<file path="src/rtl/serial_regfront_pkg.sv">
package serial_regfront_pkg;

   localparam int unsigned A_RXD   = 'h00;
   localparam int unsigned A_TXD   = 'h10;
   localparam int unsigned A_S1    = 'h25;
   localparam int unsigned A_S2    = 'h26;
   localparam int unsigned A_LINE  = 'h2D;

   localparam int NUM_STORE = 7;
   localparam int IDX_CTRL1 = 0;
   localparam int IDX_CTRL2 = 1;

   localparam logic [15:0] S1_RST   = 16'h6040;
   localparam logic [15:0] S2_RST   = 16'h4028;
   localparam logic [15:0] LINE_RST = 16'h0060;
   localparam logic [15:0] HOLD_RST = 16'h4000;
   localparam logic [15:0] S1_W1C   = 16'h9DB0;
   localparam logic [15:0] S2_W1C   = 16'hBDD6;
   localparam logic [15:0] IRQ_SRC  = 16'h2200;

   localparam int B_TRDY    = 13;
   localparam int B_RRDY    = 9;
   localparam int B_RDR     = 0;
   localparam int B_RXEMPTY = 5;
   localparam int B_TXFE    = 14;
   localparam int B_VALID   = 15;
   localparam int B_BRK     = 11;
   localparam int B_TXEN    = 2;
   localparam int B_SRST    = 0;
   localparam int B_TXIE    = 6;

   function automatic int unsigned store_addr(input int idx);
      case (idx)
         0:       return 'h20;
         1:       return 'h21;
         2:       return 'h22;
         3:       return 'h24;
         4:       return 'h2A;
         5:       return 'h2B;
         default: return 'h2C;
      endcase
   endfunction

   function automatic logic [15:0] store_rst(input int idx);
      return (idx == IDX_CTRL1 || idx == IDX_CTRL2) ? 16'h0001 : 16'h0000;
   endfunction

endpackage

</file>
<file path="src/rtl/serial_regfront_store.sv">
module serial_regfront_store
   import serial_regfront_pkg::*;
#(
   parameter int ADDR_W = 6,
   parameter int REG_W  = 16
) (
   input  logic                                clk,
   input  logic                                rst_n,
   input  logic                                wr_en,
   input  logic [ADDR_W-1:0]                   addr,
   input  logic [REG_W-1:0]                    wdata,
   output logic [NUM_STORE-1:0][REG_W-1:0]     regs_o,
   output logic                                rd_hit,
   output logic [REG_W-1:0]                    rd_val
);

   logic [REG_W-1:0] regs_q [NUM_STORE];

   for (genvar g = 0; g < NUM_STORE; g++) begin : g_word
      localparam logic [ADDR_W-1:0] WADDR = ADDR_W'(store_addr(g));
      always_ff @(posedge clk or negedge rst_n) begin
         if (!rst_n)
            regs_q[g] <= REG_W'(store_rst(g));
         else if (wr_en && addr == WADDR)
            regs_q[g] <= wdata;
      end
      assign regs_o[g] = regs_q[g];
   end

   always_comb begin
      rd_hit = 1'b0;
      rd_val = '0;
      for (int i = 0; i < NUM_STORE; i++) begin
         if (addr == ADDR_W'(store_addr(i))) begin
            rd_hit = 1'b1;
            rd_val = regs_q[i];
         end
      end
   end

endmodule

</file>
<file path="src/rtl/serial_regfront_rxhold.sv">
module serial_regfront_rxhold
   import serial_regfront_pkg::*;
#(
   parameter int CHAR_W = 8,
   parameter int REG_W  = 16
) (
   input  logic              clk,
   input  logic              rst_n,
   input  logic              soft_rst,
   input  logic              rx_valid,
   input  logic              rx_break,
   input  logic [CHAR_W-1:0] rx_data,
   input  logic              take,
   output logic              full_o,
   output logic [REG_W-1:0]  hold_o
);

   logic             full_q;
   logic [REG_W-1:0] hold_q;
   logic             accept;

   assign accept = !full_q && (rx_valid || rx_break);

   always_ff @(posedge clk or negedge rst_n) begin
      if (!rst_n) begin
         full_q <= 1'b0;
         hold_q <= REG_W'(HOLD_RST);
      end else if (soft_rst) begin
         full_q <= 1'b0;
         hold_q <= REG_W'(HOLD_RST);
      end else if (accept) begin
         full_q <= 1'b1;
         if (rx_break)
            hold_q <= REG_W'((1 << B_VALID) | (1 << B_BRK));
         else
            hold_q <= REG_W'(1 << B_VALID) | REG_W'(rx_data);
      end else if (take) begin
         full_q <= 1'b0;
      end
   end

   assign full_o = full_q;
   assign hold_o = hold_q;

   // an offer into a full slot leaves the held word alone
   a_r5_keep_held: assert property (@(posedge clk) disable iff (!rst_n)
      ((rx_valid || rx_break) && full_q && !soft_rst) |=> (hold_q == $past(hold_q)));

   // draining the slot frees it
   a_r6_take_frees: assert property (@(posedge clk) disable iff (!rst_n)
      (take && full_q) |=> !full_q);

endmodule

</file>
<file path="src/rtl/serial_regfront_status.sv">
module serial_regfront_status
   import serial_regfront_pkg::*;
#(
   parameter int REG_W = 16
) (
   input  logic             clk,
   input  logic             rst_n,
   input  logic             soft_rst,
   input  logic             wr_s1,
   input  logic             wr_s2,
   input  logic [REG_W-1:0] wdata,
   input  logic             tx_fire,
   input  logic             slot_full,
   output logic [REG_W-1:0] s1_o,
   output logic [REG_W-1:0] s2_o,
   output logic [REG_W-1:0] line_o
);

   logic [REG_W-1:0] s1_q, s2_q, s1_d, s2_d;

   always_comb begin
      s1_d = s1_q & ~(wr_s1 ? (wdata & REG_W'(S1_W1C)) : '0);
      s1_d[B_TRDY] = !tx_fire;
      s2_d = s2_q & ~(wr_s2 ? (wdata & REG_W'(S2_W1C)) : '0);
   end

   always_ff @(posedge clk or negedge rst_n) begin
      if (!rst_n) begin
         s1_q <= REG_W'(S1_RST);
         s2_q <= REG_W'(S2_RST);
      end else if (soft_rst) begin
         s1_q <= REG_W'(S1_RST);
         s2_q <= REG_W'(S2_RST);
      end else begin
         s1_q <= s1_d;
         s2_q <= s2_d;
      end
   end

   always_comb begin
      s1_o = s1_q;
      s1_o[B_RRDY] = slot_full;
      s2_o = s2_q;
      s2_o[B_RDR] = slot_full;
      line_o = REG_W'(LINE_RST);
      line_o[B_RXEMPTY] = !slot_full;
   end

   // a status write never disturbs the fixed status-B bits
   a_r9_s2_fixed: assert property (@(posedge clk) disable iff (!rst_n)
      (wr_s2 && !soft_rst) |=> (s2_q[B_TXFE] == $past(s2_q[B_TXFE])));

endmodule

</file>
<file path="src/rtl/serial_regfront_irq.sv">
module serial_regfront_irq
   import serial_regfront_pkg::*;
#(
   parameter int REG_W = 16
) (
   input  logic             clk,
   input  logic             rst_n,
   input  logic [REG_W-1:0] ctrl1,
   input  logic [REG_W-1:0] s1,
   input  logic             txfe,
   output logic             irq_o
);

   logic irq_q;

   always_ff @(posedge clk or negedge rst_n) begin
      if (!rst_n)
         irq_q <= 1'b0;
      else
         irq_q <= (|(s1 & ctrl1 & REG_W'(IRQ_SRC))) || (ctrl1[B_TXIE] && txfe);
   end

   assign irq_o = irq_q;

   // no request without some enable bit set the cycle before
   a_r10_needs_enable: assert property (@(posedge clk) disable iff (!rst_n)
      !$past(ctrl1[B_TRDY] || ctrl1[B_RRDY] || ctrl1[B_TXIE]) |-> !irq_q);

endmodule

</file>
<file path="src/rtl/serial_regfront.sv">
module serial_regfront
   import serial_regfront_pkg::*;
#(
   parameter int ADDR_W = 6,
   parameter int DATA_W = 32,
   parameter int REG_W  = 16,
   parameter int CHAR_W = 8
) (
   input  logic              clk,
   input  logic              rst_n,
   input  logic              bus_valid,
   input  logic              bus_we,
   input  logic [ADDR_W-1:0] bus_addr,
   input  logic [DATA_W-1:0] bus_wdata,
   output logic [DATA_W-1:0] bus_rdata,
   output logic [CHAR_W-1:0] tx_data,
   output logic              tx_valid,
   input  logic [CHAR_W-1:0] rx_data,
   input  logic              rx_valid,
   input  logic              rx_break,
   output logic              rx_ready,
   output logic              irq
);

   localparam logic [ADDR_W-1:0] AD_RXD  = ADDR_W'(A_RXD);
   localparam logic [ADDR_W-1:0] AD_TXD  = ADDR_W'(A_TXD);
   localparam logic [ADDR_W-1:0] AD_S1   = ADDR_W'(A_S1);
   localparam logic [ADDR_W-1:0] AD_S2   = ADDR_W'(A_S2);
   localparam logic [ADDR_W-1:0] AD_LINE = ADDR_W'(A_LINE);
   localparam logic [ADDR_W-1:0] AD_CTL2 = ADDR_W'(store_addr(IDX_CTRL2));

   if (REG_W < 16) begin : g_bad_regw
      $error("REG_W must be at least 16");
   end
   if (DATA_W < REG_W) begin : g_bad_dataw
      $error("DATA_W must not be narrower than REG_W");
   end
   if (CHAR_W > B_BRK) begin : g_bad_charw
      $error("CHAR_W must stay below the break bit");
   end
   if (ADDR_W < 6) begin : g_bad_addrw
      $error("ADDR_W must reach address 0x2D");
   end

   logic [REG_W-1:0] wlo;
   assign wlo = bus_wdata[REG_W-1:0];
   if (DATA_W > REG_W) begin : g_upper
      logic unused_upper;
      assign unused_upper = ^bus_wdata[DATA_W-1:REG_W];
   end

   logic wr, rd, soft_rst, take, tx_fire, full;
   logic [NUM_STORE-1:0][REG_W-1:0] regs;
   logic [REG_W-1:0] ctrl1, ctrl2, s1, s2, line, hold, bank_val;
   logic bank_hit;
   logic              tx_valid_q;
   logic [CHAR_W-1:0] tx_data_q;

   assign wr       = bus_valid && bus_we;
   assign rd       = bus_valid && !bus_we;
   assign ctrl1    = regs[IDX_CTRL1];
   assign ctrl2    = regs[IDX_CTRL2];
   assign soft_rst = wr && bus_addr == AD_CTL2 && !wlo[B_SRST];
   assign take     = rd && bus_addr == AD_RXD && full;
   assign tx_fire  = wr && bus_addr == AD_TXD && ctrl2[B_TXEN];

   serial_regfront_store #(.ADDR_W(ADDR_W), .REG_W(REG_W)) u_store (
      .clk(clk), .rst_n(rst_n), .wr_en(wr), .addr(bus_addr), .wdata(wlo),
      .regs_o(regs), .rd_hit(bank_hit), .rd_val(bank_val)
   );

   serial_regfront_rxhold #(.CHAR_W(CHAR_W), .REG_W(REG_W)) u_rxhold (
      .clk(clk), .rst_n(rst_n), .soft_rst(soft_rst), .rx_valid(rx_valid),
      .rx_break(rx_break), .rx_data(rx_data), .take(take),
      .full_o(full), .hold_o(hold)
   );

   serial_regfront_status #(.REG_W(REG_W)) u_status (
      .clk(clk), .rst_n(rst_n), .soft_rst(soft_rst),
      .wr_s1(wr && bus_addr == AD_S1), .wr_s2(wr && bus_addr == AD_S2),
      .wdata(wlo), .tx_fire(tx_fire), .slot_full(full),
      .s1_o(s1), .s2_o(s2), .line_o(line)
   );

   serial_regfront_irq #(.REG_W(REG_W)) u_irq (
      .clk(clk), .rst_n(rst_n), .ctrl1(ctrl1), .s1(s1),
      .txfe(s2[B_TXFE]), .irq_o(irq)
   );

   always_ff @(posedge clk or negedge rst_n) begin
      if (!rst_n) begin
         tx_valid_q <= 1'b0;
         tx_data_q  <= '0;
      end else begin
         tx_valid_q <= tx_fire;
         if (tx_fire)
            tx_data_q <= wlo[CHAR_W-1:0];
      end
   end

   assign tx_valid = tx_valid_q;
   assign tx_data  = tx_data_q;
   assign rx_ready = !full;

   always_comb begin
      bus_rdata = '0;
      if (bus_addr == AD_RXD)       bus_rdata = DATA_W'(hold);
      else if (bus_addr == AD_S1)   bus_rdata = DATA_W'(s1);
      else if (bus_addr == AD_S2)   bus_rdata = DATA_W'(s2);
      else if (bus_addr == AD_LINE) bus_rdata = DATA_W'(line);
      else if (bank_hit)            bus_rdata = DATA_W'(bank_val);
   end

   // a strobe only follows a write made while the transmitter was on
   a_r8_tx_enabled: assert property (@(posedge clk) disable iff (!rst_n)
      tx_valid |-> $past(ctrl2[B_TXEN]));

   // transmit-ready is low while the strobe is out
   a_r8_trdy_low: assert property (@(posedge clk) disable iff (!rst_n)
      tx_valid |-> !s1[B_TRDY]);

   // software reset leaves the slot free
   a_r11_reset_frees: assert property (@(posedge clk) disable iff (!rst_n)
      soft_rst |=> rx_ready);

endmodule

</file>
<file path="config.mk">
export PLATFORM = sky130hd
export DESIGN_NAME = serial_regfront
export DESIGN_NICKNAME = d
export VERILOG_FILES = /design/src/rtl/serial_regfront_pkg.sv /design/src/rtl/serial_regfront_store.sv /design/src/rtl/serial_regfront_rxhold.sv /design/src/rtl/serial_regfront_status.sv /design/src/rtl/serial_regfront_irq.sv /design/src/rtl/serial_regfront.sv
export SDC_FILE = /design/constraint.sdc
export NUM_CORES = 1
export LEC_CHECK = 0
export BUFFER_PORTS_ARGS = -buffer_cell sky130_fd_sc_hd__buf_2
export CELL_PAD_IN_SITES_DETAIL_PLACEMENT = 0
export CELL_PAD_IN_SITES_GLOBAL_PLACEMENT = 1
export CORE_AREA = 8 8 132 134
export DETAILED_ROUTE_END_ITERATION = 16
export DIE_AREA = 0 0 140 142
export PLACE_DENSITY_LB_ADDON = 0.1
export SYNTH_ARGS = -nofsm -noshare
export SYNTH_HDL_FRONTEND = slang
export SYNTH_SLANG_ARGS = --single-unit
</file>
<file path="constraint.sdc">
create_clock -name clk -period 4 [get_ports clk]
set_input_delay 0.4 -clock clk [delete_from_list [all_inputs] [get_ports clk]]
set_output_delay 0.4 -clock clk [all_outputs]
set_load 0.005 [all_outputs]
</file>
==> flow_summary.json, run 1 <==
{
  "synthTopCellsByArea": "dfrtp_1 (50%), mux2_2 (19%), a21oi_1 (1.9%), buf_4 (1.8%), and3_1 (1.8%)",
  "switching_share": 0.2441,
  "core_area_sq_um": 15420,
  "async_reset_ff_frac": 1.000,
  "antenna_found_initial": 0,
  "p_leak_nw": 4.157,
  "max_freq_mhz": 307.7,
  "p_seq_frac": 0.483,
  "synth_top_area_share": 0.5009,
  "maxSlewViolCount": 0,
  "crit_buf_inv": 2,
  "gr-usage-all-layers": 0.2146,
  "ant_nets": 0,
  "gr-usage-met2": 0.3333,
  "status": "finished, final reports clean",
  "fill_cells": 1351,
  "viasPerCell": 6.180,
  "syn_avg_cell_area_sq_um": 12.07,
  "worst_pin_slew_ps": 915.0,
  "path_cells": "buf_2 > or2_1 > nor2_2 > a221o_1 > a21oi_1 > o311ai_0 > buf_2",
  "cts.repair.resized": 0,
  "cp.required_ps": 3600,
  "die_x_microns": 140,
  "crit_arrival_ps": 2850,
  "hold_path.class": "input port to async pin",
  "synth_edf_count": 0,
  "final_common_cell": "dfrtp_1",
  "vias": 5445,
  "cts.htree.levels": 4,
  "p_comb_frac": 0.093,
  "max_stage_delay_ps": 650,
  "yosysWarnings": 0,
  "crit_fanout": 20,
  "cts_buffer_depth": 2,
  "grt_start_max_net_pins": 88,
  "rsz0062_at_grt": "false",
  "path_class": "input port to primary output",
  "internal-power_mw": 2.843,
  "initialDrtViolationCount": 536,
  "clockPowerShare": 0.424,
  "postCtsSetupBuffers": 0,
  "startpoint_type": "input port",
  "clkTransAtPathRegs_ps": 60,
  "ys_types": 64,
  "met1_usage": 0.2891,
  "hold_violations": 0,
  "drt-wirelength-per-cell_microns": 23.63,
  "grt_pass1_wl_mm": 32.38,
  "crit_path_end_kind": "primary output",
  "synthCells": 621,
  "place_hpwl_mm": 13.74,
  "synth_top_cell_by_area": "dfrtp_1",
  "syn_to_final_growth_pct": 13.34,
  "numCtsBuffers": 17,
  "place_congestion": 0.7945,
  "power_density_nw_per_um2": 442.9,
  "critical_path.slowest_cell": "o311ai_0",
  "drt_wl_total_mm": 20.82,
  "rows": 46,
  "synth_area_sq_um": 7493,
  "max_cap_viol_count": 0,
  "grt_pass1_vias": 5481,
  "dr.pass1.iters": 5,
  "placement.io_buffers": 62,
  "cts_hold_buf": 0,
  "grt-ovfl-total": 0,
  "tns_ps": 0,
  "synth_seq_cells": 155,
  "n_antenna_cell": 0,
  "io_pins": 95,
  "clk-insertion-delay-late_ps": 420,
  "path_delay_family": "simple AND/OR/NAND/NOR gates",
  "relSlewSlack": 0.3885,
  "cts_sinks": 155,
  "hold_slack_ps": 22.17,
  "post-route-period-util": 0.8125,
  "use_met3": 0.04495,
  "cts_root_buf": "clkbuf_16",
  "nets": 729,
  "drc": 0,
  "fin_worst_skew_ps": 2.592,
  "cpMostUsedCell": "buf_2",
  "initial_core_util": 0.4858,
  "die_area_sq_um": 19880,
  "final_layout_size_suffix_gt1_frac": 0.3716,
  "cts_tree": "built",
  "finalCriticalPeriod_ps": 3250,
  "ir_drop_uv": 278.7,
  "ys_seq_area_frac": 0.5185,
  "busiest_layer": "met2",
  "switchingPower_uw": 918.3,
  "mostFrequentLayoutCells": "dfrtp_1 (150), mux2_2 (125), buf_2 (61)",
  "ys.flop_type": "dfrtp_1",
  "dieHeight_microns": 142,
  "setup_violations": 0
}
[power groups by stage]
stage	clock, mW	combinational [mW]	sequential (mW)
after floorplan	0	0.245	1.80
after global placement	0	0.341	1.83
after detailed placement	0	0.352	1.84
after CTS	1.61	0.353	1.81
after global routing	1.69	0.394	1.83
final	1.59	0.352	1.82
[worst paths after layout]
check | cells after the start | from | to | slack, ps
worst max-delay path | 7 | bus_addr[0] | bus_rdata[3] | 750
worst max register to register | 3 | u_store.regs_o[18] | tx_data[7] | 2520
worst min-delay path | 1 | rst_n | u_store.regs_o[17] | 20
max in group asynchronous | 2 | rst_n | u_status.s2_q[5] | 2940
min in group clk | 3 | bus_wdata[3] | u_store.regs_o[3] | 310
worst min register to register | 2 | u_rxhold.hold_o[14] | u_rxhold.hold_o[14] | 460
[cells by family (layout without fill, tap and decap cells)]
| logic type | after synthesis | count (layout) | synth area share |
|---|---|---|---|
| mux | 138 | 138 | 0.2052 |
| flops | 155 | 155 | 0.5185 |
| other cells | 1 | 16 | 0.0005004 |
| xor+xnor | 1 | 1 | 0.001169 |
| compound gates | 114 | 114 | 0.1092 |
| simple gates | 145 | 145 | 0.1154 |
| buf+inv | 67 | 120 | 0.05009 |
[through the flow]
step	power (mW)	setup WS (ps)	cells	util	instance area, sq um
2_1_floorplan	2.042	1804	636	-	7550
3_3_place_gp	2.173	836.5	850	0.5127	7908
3_5_place_dp	2.189	849.9	850	0.5127	7908
4_1_cts	3.775	837.0	881	0.5506	8493
5_1_grt	3.909	696.4	881	0.5506	8493
6_report	3.762	749.9	881	0.5506	8493
[routing by layer]
| layer | up-vias | wire length, microns |
|---|---|---|
| li1 | 2378 | - |
| met4 | 0 | 506 |
| met1 | 2835 | 9531 |
| met5 | - | 0 |
| met3 | 39 | 1209 |
| met2 | 193 | 9572 |
[registers in the layout, summed over array words and instances (netlist names)]
name,cells
u_status.s2_q,12
u_store.regs_o,112
u_rxhold.full_o,1
tx_data,8
u_status.s1_q,9
u_rxhold.hold_o,11
u_irq.irq_o,1
tx_valid,1
[synthesized netlist by cell type, types with 4 or more instances]
cell type and number:
dfrtp_1 150, mux2_2 125, nand2_1 35, a21oi_1 28
and3_1 21, buf_2 21, nor2_1 20, buf_4 18
o21ai_0 16, clkbuf_1 15, mux2i_1 13, nand3_1 13
a221o_1 9, a22o_1 8, nor3b_1 8, o22ai_1 8
inv_1 7, nor3_1 7, a2bb2oi_1 5, dfstp_2 5
o2bb2ai_1 5, a211oi_1 4, a311oi_1 4, buf_6 4
nand2b_1 4, nor2b_1 4, o221ai_1 4
[final cells by class]
cell class | count | area (sq um) | area share
Clock inverter | 5 | 56.30 | 0.006629
Tap cell | 192 | 240.2 | 0.02829
Multi-Input combinational cell | 414 | 3289 | 0.3873
Sequential cell | 155 | 3885 | 0.4574
Timing Repair Buffer | 82 | 466.7 | 0.05495
Inverter | 7 | 26.28 | 0.003094
Clock buffer | 26 | 529.3 | 0.06232
(Power assumes the default switching activity.)
==> run 2: changes to the inputs <==
Settings changed: CORE_AREA 8 8 132 134 to 8 8 143 145, DIE_AREA 0 0 140 142 to 0 0 151 153.
Clock period 4 ns to 2.9 ns, I/O delays scaled along.
==> run 2 against run 1 <==
Compared with the run above:
- critical endpoint is now bus_rdata[14]
- via count down 0.64%
- register-to-register slack lost 1200 ps
- critical path type unchanged
- count of clock-buffer cells in the layout fell by 6
==> flow_summary.json, run 2 (synthesis results as in run 1) <==
{
  "clk-insertion-delay-late_ps": 430,
  "critPathLaunch": "bus_addr[2]",
  "nets": 748,
  "fin_ws_ps": 181.6,
  "drt-wirelength-per-cell_microns": 22.87,
  "place_congestion": 0.8038,
  "ant_nets": 0,
  "numCtsBuffers": 17,
  "p_comb_frac": 0.095,
  "hp-start": "bus_wdata[3]",
  "design_area_sq_um": 8728,
  "hold_violations": 0,
  "syn_to_final_growth_pct": 16.48,
  "gr-usage-all-layers": 0.1912,
  "status": "finished, final reports clean",
  "placement.io_buffers": 62,
  "maxSlewViolCount": 0,
  "core_area_sq_um": 18270,
  "clockPowerShare": 0.428,
  "p_seq_frac": 0.477,
  "setup_violations": 0,
  "rows": 50,
  "switching_share": 0.2536,
  "antenna_found_initial": 0,
  "cp.required_ps": 2610,
  "cts_tree": "built",
  "hold_slack_ps": 193.3,
  "cts_sinks": 155,
  "largest_register_ffs": 112,
  "placed_cell_area_sq_um": 8120,
  "io_pins": 95,
  "initialDrtViolationCount": 366,
  "rsz0062_at_grt": "false",
  "layout.cells.non_filler": 943,
  "fin_util": 0.4778,
  "finalCriticalPeriod_ps": 2718,
  "final_layout_size_suffix_gt1_frac": 0.3893,
  "final_common_cell": "dfrtp_1",
  "crit_path_end_kind": "primary output",
  "power_density_nw_per_um2": 601.1,
  "viasPerCell": 5.737,
  "total_power_mw": 5.246,
  "worst_pin_slew_ps": 813.3,
  "dieHeight_microns": 153,
  "path_class": "input port to primary output",
  "grt_pass1_vias": 5543,
  "ir_drop_uv": 377.0,
  "vias": 5410,
  "cts_root_buf": "clkbuf_16",
  "switchingPower_mw": 1.331,
  "postCtsSetupBuffers": 0,
  "die_area_sq_um": 23100,
  "initial_core_util": 0.4102,
  "n_antenna_cell": 0,
  "dr.pass1.iters": 5,
  "dp_cells": 910,
  "hold_path.class": "input port to flop",
  "crit_arrival_ps": 2430,
  "grt_pass1_wl_mm": 33.34,
  "post-route-period-util": 0.9374,
  "relSlewSlack": 0.4578,
  "grt-ovfl-total": 0,
  "place_ws_ps": 165.3,
  "place_hpwl_mm": 14.86,
  "clkTransAtPathRegs_ps": 60,
  "grt_start_max_net_pins": 87,
  "drc": 0,
  "startpoint_type": "input port",
  "cts.htree.levels": 4,
  "timing.rr.start": "u_store.regs_o[18]",
  "cts_buffer_depth": 2,
  "die_x_microns": 151,
  "drt_wl_total_mm": 21.57,
  "tns_ps": 0,
  "p_leak_nw": 4.266,
  "max_cap_viol_count": 0,
  "max_freq_mhz": 367.9,
  "internal-power_mw": 3.916,
  "mostFrequentLayoutCells": "dfrtp_1 (150), mux2_2 (125), buf_2 (61)",
  "crit_fanout": 16,
  "fin_worst_skew_ps": 9.939
}
## run 2: cell types whose count changed in the layout (fill, tap and decap cells not counted), sizes merged
cell,previous run,this run
buf,82,100
bufinv,1,2
clkbuf,26,20
clkinv,3,5
dlygate4sd3,0,1
inv,7,11
## run 2: layout make-up
type | instances | area, sq um
well taps | 234 | 292.8
flip-flops and latches | 155 | 3885
multi-input cells | 414 | 3296
clock buffers | 20 | 456.7
inverters | 7 | 26.28
repair buffers | 101 | 636.9
clock inverters | 12 | 135.1
fillers | 1720 | 9539
## run 2: worst paths after layout
| check | end | slack [ps] | cells after the start |
|---|---|---|---|
| max reg2reg | tx_data[3] | 1310 | 3 |
| max in group asynchronous | u_status.s1_q[10] | 1700 | 3 |
| min reg2reg | u_rxhold.hold_o[14] | 460 | 2 |
| min | u_store.regs_o[3] | 190 | 3 |
| min in group asynchronous | u_store.regs_o[1] | 370 | 2 |
| max | bus_rdata[14] | 180 | 7 |
## run 2: power by group through the flow
stage | clock, mW | sequential (mW) | combinational (mW)
6_report | 2.24 | 2.50 | 0.499
5_1_grt | 2.40 | 2.53 | 0.556
4_1_cts | 2.29 | 2.50 | 0.504
3_5_place_dp | 0 | 2.54 | 0.501
3_3_place_gp | 0 | 2.53 | 0.485
2_1_floorplan | 0 | 2.48 | 0.337
## run 2: critical path, cell delays in order
cell and delay [ps]:
buf_2 350, nand4bb_1 330, or2_0 480, a311oi_1 470, o221ai_1 200, nand3_1 150, buf_2 140
## run 2: layer usage
metal | global-route usage | share of wire
met4 | 0.04573 | 0.0084
met2 | 0.2867 | 0.46
met1 | 0.2691 | 0.46
met5 | 0 | 0
met3 | 0.04990 | 0.069
## run 2: repair_timing
action	4_1_cts	5_1_grt
resized for setup	0	1
hold buffers	1	0
setup endpoints to repair	0	1
endpoints found under the hold margin	42	0
